## src/rtl/dsr_pkg.sv

```systemverilog
package dsr_pkg;
   localparam int IDX_W  = 8;
   localparam int WORD_W = 16;
   localparam int BYTE_W = 8;
   localparam logic [4:0] CMD_SIGNATURE = 5'b01110;

   typedef enum logic [2:0] {
      FR_CMD,
      FR_HI,
      FR_LO,
      FR_DONE,
      FR_SKIP
   } frame_st_t;

   typedef struct packed {
      logic data_phase;   // 1: register data, 0: index / status
      logic rd;           // 1: read
   } cmd_t;
endpackage

```

## src/rtl/dsr_sync.sv

```systemverilog
module dsr_sync #(
   parameter int STAGES = 2,
   parameter int W      = 1
) (
   input  logic         clk,
   input  logic         rst_n,
   input  logic [W-1:0] rst_val,
   input  logic [W-1:0] d,
   output logic [W-1:0] q
);
   logic [W-1:0] chain [STAGES];

   for (genvar s = 0; s < STAGES; s++) begin : g_stage
      if (s == 0) begin : g_first
         always_ff @(posedge clk or negedge rst_n) begin
            if (!rst_n) chain[s] <= rst_val;
            else        chain[s] <= d;
         end
      end else begin : g_next
         always_ff @(posedge clk or negedge rst_n) begin
            if (!rst_n) chain[s] <= rst_val;
            else        chain[s] <= chain[s-1];
         end
      end
   end

   assign q = chain[STAGES-1];
endmodule

```

## src/rtl/dsr_regfile.sv

```systemverilog
module dsr_regfile
   import dsr_pkg::*;
#(
   parameter int             DEPTH       = 64,
   parameter logic [15:0]    DRIVER_CODE = 16'h9221
) (
   input  logic              clk,
   input  logic              rst_n,
   input  logic              wr_req,
   input  logic [IDX_W-1:0]  wr_idx,
   input  logic [WORD_W-1:0] wr_data,
   output logic              wr_accept,
   input  logic [IDX_W-1:0]  rd_idx_a,
   output logic [WORD_W-1:0] rd_data_a,
   input  logic [IDX_W-1:0]  rd_idx_b,
   output logic [WORD_W-1:0] rd_data_b
);
   localparam int AW = (DEPTH > 1) ? $clog2(DEPTH) : 1;

   logic [WORD_W-1:0] mem [DEPTH];

   function automatic logic in_range(input logic [IDX_W-1:0] idx);
      return int'(idx) < DEPTH;
   endfunction

   function automatic logic [WORD_W-1:0] lookup(input logic [IDX_W-1:0] idx);
      if (!in_range(idx))  return '0;
      else if (idx == '0)  return DRIVER_CODE;
      else                 return mem[idx[AW-1:0]];
   endfunction

   assign wr_accept = wr_req && in_range(wr_idx);

   always_ff @(posedge clk or negedge rst_n) begin
      if (!rst_n) begin
         for (int i = 0; i < DEPTH; i++) mem[i] <= '0;
      end else if (wr_accept) begin
         mem[wr_idx[AW-1:0]] <= wr_data;
      end
   end

   assign rd_data_a = lookup(rd_idx_a);
   assign rd_data_b = lookup(rd_idx_b);
endmodule

```

## src/rtl/dsr_frame.sv

```systemverilog
module dsr_frame
   import dsr_pkg::*;
#(
   parameter logic DEV_ID = 1'b1
) (
   input  logic              clk,
   input  logic              rst_n,
   input  logic              cs_n_s,
   input  logic              sclk_s,
   input  logic              mosi_s,
   input  logic [WORD_W-1:0] reg_rd_data,
   input  logic [WORD_W-1:0] status_in,
   output logic              miso,
   output logic [IDX_W-1:0]  idx_q,
   output logic              wr_req,
   output logic [WORD_W-1:0] wr_data
);
   localparam int TX_W = BYTE_W + WORD_W;

   frame_st_t         state;
   cmd_t              cmd;
   logic              sclk_d;
   logic [2:0]        bit_cnt;
   logic [BYTE_W-1:0] shreg;
   logic [BYTE_W-1:0] hi_byte;
   logic [TX_W-1:0]   tx;

   logic              rise, fall, byte_done, cmd_ok;
   logic [BYTE_W-1:0] byte_v;

   always_comb begin
      rise      = sclk_s && !sclk_d;
      fall      = !sclk_s && sclk_d;
      byte_v    = {shreg[BYTE_W-2:0], mosi_s};
      byte_done = rise && (bit_cnt == 3'd7);
      cmd_ok    = (byte_v[7:3] == CMD_SIGNATURE) && (byte_v[2] == DEV_ID);
   end

   always_ff @(posedge clk or negedge rst_n) begin
      if (!rst_n) sclk_d <= 1'b0;
      else        sclk_d <= sclk_s;
   end

   always_ff @(posedge clk or negedge rst_n) begin
      if (!rst_n) begin
         state   <= FR_CMD;
         cmd     <= '0;
         bit_cnt <= '0;
         shreg   <= '0;
         hi_byte <= '0;
         tx      <= '0;
         miso    <= 1'b0;
         idx_q   <= '0;
         wr_req  <= 1'b0;
         wr_data <= '0;
      end else if (cs_n_s) begin
         state   <= FR_CMD;
         bit_cnt <= '0;
         tx      <= '0;
         miso    <= 1'b0;
         wr_req  <= 1'b0;
      end else begin
         wr_req <= 1'b0;
         if (rise) begin
            shreg   <= byte_v;
            bit_cnt <= bit_cnt + 3'd1;
         end
         if (byte_done) begin
            unique case (state)
               FR_CMD: begin
                  if (cmd_ok) begin
                     cmd   <= '{data_phase: byte_v[1], rd: byte_v[0]};
                     state <= FR_HI;
                     if (byte_v[0])
                        tx <= {{BYTE_W{1'b0}}, byte_v[1] ? reg_rd_data : status_in};
                  end else begin
                     state <= FR_SKIP;
                  end
               end
               FR_HI: begin
                  hi_byte <= byte_v;
                  state   <= FR_LO;
               end
               FR_LO: begin
                  if (!cmd.rd) begin
                     if (cmd.data_phase) begin
                        wr_data <= {hi_byte, byte_v};
                        wr_req  <= 1'b1;
                     end else begin
                        idx_q <= byte_v;
                     end
                  end
                  state <= FR_DONE;
               end
               default: state <= state;
            endcase
         end
         if (fall) begin
            miso <= tx[TX_W-1];
            tx   <= {tx[TX_W-2:0], 1'b0};
         end
      end
   end
endmodule

```

## src/rtl/dispctl_spi_regs.sv

```systemverilog
module dispctl_spi_regs
   import dsr_pkg::*;
#(
   parameter logic        DEV_ID      = 1'b1,
   parameter int          DEPTH       = 64,
   parameter int          SYNC_STAGES = 2,
   parameter logic [15:0] DRIVER_CODE = 16'h9221
) (
   input  logic        clk,
   input  logic        rst_n,
   input  logic        spi_sclk,
   input  logic        spi_csn,
   input  logic        spi_mosi,
   output logic        spi_miso,
   input  logic [15:0] status_in,
   output logic        core_wr_stb,
   output logic [7:0]  core_wr_addr,
   output logic [15:0] core_wr_data,
   input  logic [7:0]  core_rd_addr,
   output logic [15:0] core_rd_data
);
   if (DEPTH < 2 || DEPTH > 256) begin : g_bad_depth
      $error("DEPTH must lie in 2..256");
   end
   if (SYNC_STAGES < 2 || SYNC_STAGES > 4) begin : g_bad_sync
      $error("SYNC_STAGES must lie in 2..4");
   end

   logic [2:0]        pins_s;
   logic [IDX_W-1:0]  idx_q;
   logic              wr_req;
   logic              wr_accept;
   logic [WORD_W-1:0] wr_data;
   logic [WORD_W-1:0] idx_rd_data;

   dsr_sync #(.STAGES(SYNC_STAGES), .W(3)) u_sync (
      .clk     (clk),
      .rst_n   (rst_n),
      .rst_val (3'b010),
      .d       ({spi_sclk, spi_csn, spi_mosi}),
      .q       (pins_s)
   );

   dsr_frame #(.DEV_ID(DEV_ID)) u_frame (
      .clk         (clk),
      .rst_n       (rst_n),
      .cs_n_s      (pins_s[1]),
      .sclk_s      (pins_s[2]),
      .mosi_s      (pins_s[0]),
      .reg_rd_data (idx_rd_data),
      .status_in   (status_in),
      .miso        (spi_miso),
      .idx_q       (idx_q),
      .wr_req      (wr_req),
      .wr_data     (wr_data)
   );

   dsr_regfile #(.DEPTH(DEPTH), .DRIVER_CODE(DRIVER_CODE)) u_regs (
      .clk       (clk),
      .rst_n     (rst_n),
      .wr_req    (wr_req),
      .wr_idx    (idx_q),
      .wr_data   (wr_data),
      .wr_accept (wr_accept),
      .rd_idx_a  (idx_q),
      .rd_data_a (idx_rd_data),
      .rd_idx_b  (core_rd_addr),
      .rd_data_b (core_rd_data)
   );

   assign core_wr_stb  = wr_accept;
   assign core_wr_addr = idx_q;
   assign core_wr_data = wr_data;
endmodule

```

## config.mk

```make
export PLATFORM = sky130hd
export DESIGN_NAME = dispctl_spi_regs
export DESIGN_NICKNAME = d
export VERILOG_FILES = /design/src/rtl/dsr_pkg.sv /design/src/rtl/dsr_sync.sv /design/src/rtl/dsr_regfile.sv /design/src/rtl/dsr_frame.sv /design/src/rtl/dispctl_spi_regs.sv
export SDC_FILE = /design/constraint.sdc
export NUM_CORES = 2
export LEC_CHECK = 0
export BUFFER_PORTS_ARGS = -buffer_cell sky130_fd_sc_hd__clkbuf_2
export CORE_UTILIZATION = 43
export CTS_BUF_LIST = sky130_fd_sc_hd__clkbuf_4 sky130_fd_sc_hd__clkbuf_8
export DETAILED_ROUTE_END_ITERATION = 16
export GPL_TIMING_DRIVEN = 0
export PLACE_DENSITY_LB_ADDON = 0.1
export SLEW_MARGIN = 0
export SYNTH_ARGS = -nofsm -noshare
export SYNTH_HDL_FRONTEND = slang
export SYNTH_SLANG_ARGS = --single-unit
```

## constraint.sdc

```tcl
create_clock -name clk -period 2.9 [get_ports clk]
set_input_delay 0.145 -clock clk [delete_from_list [all_inputs] [get_ports clk]]
set_output_delay 0.145 -clock clk [all_outputs]
set_load 0.05 [all_outputs]
```

# [Word level (Yosys, flattened, before mapping)]
# Cells that the tools add are included.
# Widths: inputs -> output; s select.
[word_totals] inputBits=29 ff_bits=1104 elab_cells=152 output_inout_bits=42
[classes] n_mux=33 order_cmp=5 bitwise=5 eq_ne=4 reduce_logical=26 add_sub_neg=1
[ops] op="$bwmux 1024" n=1
[ops] op="$bmux 16 s6" n=2
[ops] op="$mux 16" n=10
[ops] op="$mux 24" n=6
[ops] op="$demux 16 s6" n=1
[ops] op="$logic_not 8->1" n=2
[ops] op="$lt 8x7->1 const B" n=2
[ops] op="$mux 3" n=5
[ops] op="$ge 7x7->1 const B" n=2
[ops] op="$not 6->7" n=2
[ops] op="$reduce_bool 3->1" n=4
[ops] op="$reduce_and 5->1" n=2
[ops] op="$pmux 3 s3" n=1
[ops] op="$reduce_and 4->1" n=2
[ops] op="$lt 7x1->1 const B" n=1
[ops] op="$mux 1" n=7
[ops] op="$logic_and 1x1->1" n=6
[ops] op="$reduce_bool 2->1" n=3
[ops] op="$eq 5x4->1 const B" n=1
[ops] op="$reduce_and 2->1" n=2
[ops] op="$reduce_bool 4->1" n=1
[ops] op="$add 3x1->3 const B" n=1
[ops] op="$eq 3x1->1 const B" n=1
[ops] op="$eq 3x2->1 const B" n=1
[ops] op="5 further kinds" n=8

# [Longest topological paths before layout]
[logic_depth] word_depth=13 depth_mapped=11 mapped_depth_nobuf=8

# [Worst setup path after synthesis]
# No wires, ideal clock.
[synth_path] kind="input to output" startpoint="input port core_rd_addr[0]" endpoint="output port core_rd_data[13]" setup_slack_ns=-0.292 required_time_ns=2.755 path_stages=8 n_path_buf=5 arrival_ns=3.047 path_cell_list="buf_2 > buf_2 > buf_4 > buf_2 > nor4_1 > a211o_1 > buf_2 > nor4_1"
[synth_via] elab_chain_cells=6 elab_cells_between_ends=8 cone_classes="order compare (1); mux (5); bitwise (1); reduce/logical (1)"
[synth_lines] item="start, declared" line_no="dispctl_spi_regs.sv:19" text="input logic [7:0] core_rd_addr,"
[synth_lines] item="$not 6->7 (not written as such)" line_no="dsr_regfile.sv:29" text="else return mem[idx[AW-1:0]];"
[synth_lines] item="$bmux 16 s6" line_no="dsr_regfile.sv:29"
[synth_lines] item="$mux 16 (not written as such) (2 in a row)" line_no="dsr_regfile.sv:29"
[synth_lines] item="$mux 16" line_no="dsr_regfile.sv:28" text="else if (idx == '0) return DRIVER_CODE;"
[synth_lines] item="$mux 16 (*)" line_no="dsr_regfile.sv:27" text="if (!in_range(idx)) return '0;"
[synth_lines] item="end, declared" line_no="dispctl_spi_regs.sv:20" text="output logic [15:0] core_rd_data"
# Mark *: on every way between the ends. The rest lies on a longest branch, timed or not. The select of a mux whose other input is x is not followed.

# [Worst setup path after layout]
[layout_path] startpoint="register u_frame.idx_q[1]" endpoint="register u_frame.tx[1]"
[layout_via] elab_chain_cells=13 elab_cells_between_ends=15 cone_classes="order compare (1); mux (12); bitwise (1); reduce/logical (1)"
[layout_lines] item="start, declared" line_no="dsr_frame.sv:14" text="output logic [IDX_W-1:0] idx_q,"
[layout_lines] item="start signal, assigned" line_no="dsr_frame.sv:90" text="idx_q <= byte_v;"
[layout_lines] item="$not 6->7 (not written as such)" line_no="dsr_regfile.sv:29"
[layout_lines] item="$bmux 16 s6" line_no="dsr_regfile.sv:29"
[layout_lines] item="$mux 16 (not written as such) (2 in a row)" line_no="dsr_regfile.sv:29"
[layout_lines] item="$mux 16" line_no="dsr_regfile.sv:28"
[layout_lines] item="$mux 16 (*)" line_no="dsr_regfile.sv:27"
[layout_lines] item="$mux 16 (*)" line_no="dsr_frame.sv:75" text="tx <= {{BYTE_W{1'b0}}, byte_v[1] ? reg_rd_data : status_in};"
[layout_lines] item="$mux 24 (*)" line_no="dsr_frame.sv:74" text="if (byte_v[0])"
[layout_lines] item="$mux 24 (*)" line_no="dsr_frame.sv:71" text="if (cmd_ok) begin"
[layout_lines] item="$mux 24 (*)" line_no="dsr_frame.sv:69" text="unique case (state)"
[layout_lines] item="$mux 24 (*)" line_no="dsr_frame.sv:68" text="if (byte_done) begin"
[layout_lines] item="$mux 24 (*)" line_no="dsr_frame.sv:98" text="if (fall) begin"
[layout_lines] item="$mux 24 (*)" line_no="dsr_frame.sv:56" text="end else if (cs_n_s) begin"
[layout_lines] item="end signal, assigned" line_no="dsr_frame.sv:75"
[layout_lines] item="end signal, assigned" line_no="dsr_frame.sv:100" text="tx <= {tx[TX_W-2:0], 1'b0};"
[layout_lines] item="end, declared" line_no="dsr_frame.sv:26" text="logic [TX_W-1:0] tx;"
# Marked as above.
# A chain may end at the register's enable or synchronous reset.

==> out/metrics.csv <==
stage,metric,value,unit
critical_path,reg2reg end,u_frame.tx[1],
cells_and_area,FILL cells,11600,
synth,Unique masters post-synth,82,
floorplan,Core Area,136000,sq um
cells_and_area,Layout area overhead,22.4,%
cts,Worst-Skew Late Latency,0.99,ns
sta,Setup Skew,0.0463,ns
synth,dominant cell type by area after synthesis,dfrtp_1,
critical_path,R2R Path Start,u_frame.idx_q[1],
critical_path,Worst EP required,3.72,ns
sta,fin crit share,1.18,
synth,synth top area cells,"dfrtp_1 (47%), mux2_2 (21%), mux4_2 (17%)",
power,Reg power frac,0.468,
power,Net Sw Frac,0.262,
power,Cell Int Power,24800,uW
critical_path,startpoint types,flop,
global_route,first-pass GRT wire length,417000,microns
sta,min Tclk post-route,3.41,ns
critical_path,type of the worst setup path,flop to flop,
cts,htree depth,4,
synth,"Top FF cell, synth",dfrtp_1,
synth,Synth Warn #,0,
critical_path,Worst Setup End Kind,flop,
synth,Synth Area per Inst,14.6,sq um
critical_path,"delay-heaviest family, CP",compound AO/OA/AOI/OAI gates,
outcome,failing checks,"capacitance limit, slew limit, setup timing",
detailed_routing,Vias,46600,
global_route,largest net degree at the start of global routing,112,
detailed_routing,Avg Vias per Cell,7.20,
place,placed cell area,61900,sq um
synth,Syn Nets,4074,
critical_path,CP Cell Sequence,"buf_12, buf_16, buf_16, mux4_2, a211oi_2, o211ai_1, a222oi_1, a21oi_1",
detailed_routing,DR WL/cell,49.6,microns
floorplan,Starting Density,0.434,
place,Final HPWL DP,222000,microns
sta,Slew Limit Fails,21,
power,P_sw,8820,uW
critical_path,R2R setup slack,-0.51,ns
cts,clock root cell,clkbuf_8,
synth,ys async rst share,1.00,
synth,post-synth top area share,0.468,
critical_path,worst path bufs/invs,3,
cts,Num CTS Buffers,198,
cts,CTS max path bufs,3,
critical_path,crit-path max FO,5,
cts,CTS sink cnt,1104,
power,peak supply drop,0.340,mV
flow_run,max_cap viols,3,
synth,register bit total from synthesis,1104,
global_route,initial antenna violation count,32,
synth,"count leader, synth",dfrtp_1,
sta,fmax,293,MHz
floorplan,Chip Width,372,microns
floorplan,Die Height,372,microns
floorplan,die area,139000,sq um
synth,synth cell count leaders,"dfrtp_1 (1,102), mux2_2 (1,086), mux4_2 (433)",
cells_and_area,cell area after layout,72100,sq um
power,PD cells,467,nW/um^2
cells_and_area,layout cell share with drive strength beyond 1,0.585,
place,Port Buffers,65,
global_route,gr usage total,0.462,
detailed_routing,DRC viols,0,
global_route,"Remaining Overflow, GRT",0,
critical_path,max incr delay on CP,0.93,ns
cells_and_area,nets@finish,4553,
critical_path,Stages on worst setup path,8,
sta,final setup violation count,303,
critical_path,worst r2r path cells,8,
sta,RSZ-0062 raised after global routing,true,
power,Clk network pwr share,0.481,
sta,actual slew at the worst max-slew pin,1.52,ns
outcome,status,"complete, but fails checks",
cts,CTS tree,built,
power,P_leak,0.0324,uW
place,Final GP Congestion,1.07,
sta,"Worst Setup Slack, final",-0.515,ns
detailed_routing,Routed Antenna Nets,0,
detailed_routing,final WL,321000,microns
floorplan,FP Rows,135,
detailed_routing,Pre-antenna DRT Iters,6,
synth,post-synthesis cell count,4043,
sta,Max-slew headroom,-0.0132,
synth,Syn Std Cell Area,58900,sq um
critical_path,launch point of the worst path,u_frame.idx_q[1],
critical_path,critical path data arrival time,4.24,ns
detailed_routing,DRT iter0 DRCs,7120,
place,Placement Setup Slack,-2.42,ns
synth,Post-synth EDFFs,0,
critical_path,CP max-delay cell,a222oi_1,
sta,Fin. Hold Viols,0,
min_path,Hold Path Class,input port to flop,
synth,sequential-to-total area share from yosys stat,0.469,
floorplan,I/O Pins,71,
power,combinational share of power,0.051,
global_route,vias in the first global route,43600,
critical_path,Crit path top cell by count,buf_16,
cts,Clock transition at path regs,0.07,ns
critical_path,crit path to,u_frame.tx[1],
-- per-stage QoR --
step,instances,TNS [ns],hold WS (ns),utilization,power (uW)
after global placement,5889,-,0.232,0.453,17500
after detailed placement,5907,-731.14,0.235,0.457,17500
after global routing,6459,-9.02,0.187,0.531,34300
after floorplan,4043,0,-0.151,-,16400
final,6476,-20.78,0.152,0.532,33700
after CTS,6395,-7.03,0.106,0.519,33600
-- per-layer routing --
layer	track usage	routed length, microns	vias up
li1	-	-	16700
met2	0.595	125000	3910
met4	0.300	24500	26
met3	0.219	47600	961
met1	0.612	123000	25000
met5	0.00979	672	-
-- kinds of logic after synthesis --
| kind of cell | after synthesis | share of synthesized area |
|---|---|---|
| compound gates | 427 | 0.0507 |
| xor+xnor | 1 | 0.000149 |
| fa+ha+maj | 2 | 0.000425 |
| buf+inv | 420 | 0.0358 |
| flops | 1104 | 0.469 |
| mux | 1741 | 0.411 |
| simple gates | 348 | 0.0334 |
-- cell type report --
type	count	area, sq um	share of cell area
antenna	19	47.5	0.000659
buffer	401	3720	0.0516
clock buffer	326	4040	0.0561
clock inverter	28	220	0.00305
inverter	9	43.8	0.000607
multi-input combinational	2519	31100	0.431
sequential	1104	27700	0.384
tap	1781	2230	0.0309
timing repair buffer	289	3050	0.0423
-- flip-flops by register name, summed over array words and instances (netlist names), 2 cells and up --
register         count
u_frame.idx_q        8
u_frame.wr_data     16
u_frame.cmd          2
u_regs.mem        1024
u_sync.chain         3
u_frame.bit_cnt      3
u_frame.state        3
u_sync.q             3
u_frame.hi_byte      8
u_frame.shreg        7
u_frame.tx          24
-- worst register-to-register path: stages, from the launching register on --
cell and delay, ns:
dfrtp_2 0.49, buf_12 0.20, buf_16 0.15, buf_16 0.18, mux4_2 0.58, a211oi_2 0.24, o211ai_1 0.33, a222oi_1 0.93
a21oi_1 0.17
-- worst min path at each step --
stage,from,end,cells past startpoint
finish,status_in[8],u_frame.tx[8],5
global route,status_in[8],u_frame.tx[8],5
CTS,status_in[8],u_frame.tx[8],5
detailed placement,spi_csn,u_sync.chain[4],1
global placement,spi_csn,u_sync.chain[4],1
floorplan,rst_n,u_frame.bit_cnt[0],0
-- power by group through the flow --
stage	combinational [uW]	sequential, uW	clock (uW)
final	1720	15700	16200
after detailed placement	1550	16000	0
after floorplan	567	15800	0
after global placement	1480	16000	0
after global routing	1740	15700	16900
after CTS	1640	15700	16200
-- layout by cell type (no fill, tap or decap), drive strengths merged, types with 10 or more instances in the layout --
cell type and n:
o22ai 62, mux4 433, nor3 33, clkinv 20
nor2 52, a22oi 47, buf 425, nand2 124
a21oi 84, nand3b 10, o211ai 10, o21ai 46
nand3 28, clkbuf 567, mux2 1086, o221ai 22
inv 10, mux2i 222, nor2b 20, dlygate4sd3 24
a22o 11, a211oi 33, diode 19, dfrtp 1102
a221oi 42
-- timing repair --
| action | 4_1_cts | 5_1_grt |
|---|---|---|
| endpoints found under the setup margin | 1085 | 187 |
| hold buffers | 25 | 0 |
| gates resized for setup | 727 | 248 |
| pin swaps | 68 | 83 |
| gates cloned | 0 | 2 |
| endpoints found under the hold margin | 291 | 0 |
| buffers inserted | 116 | 65 |
Power figures use the tool's default switching activity.
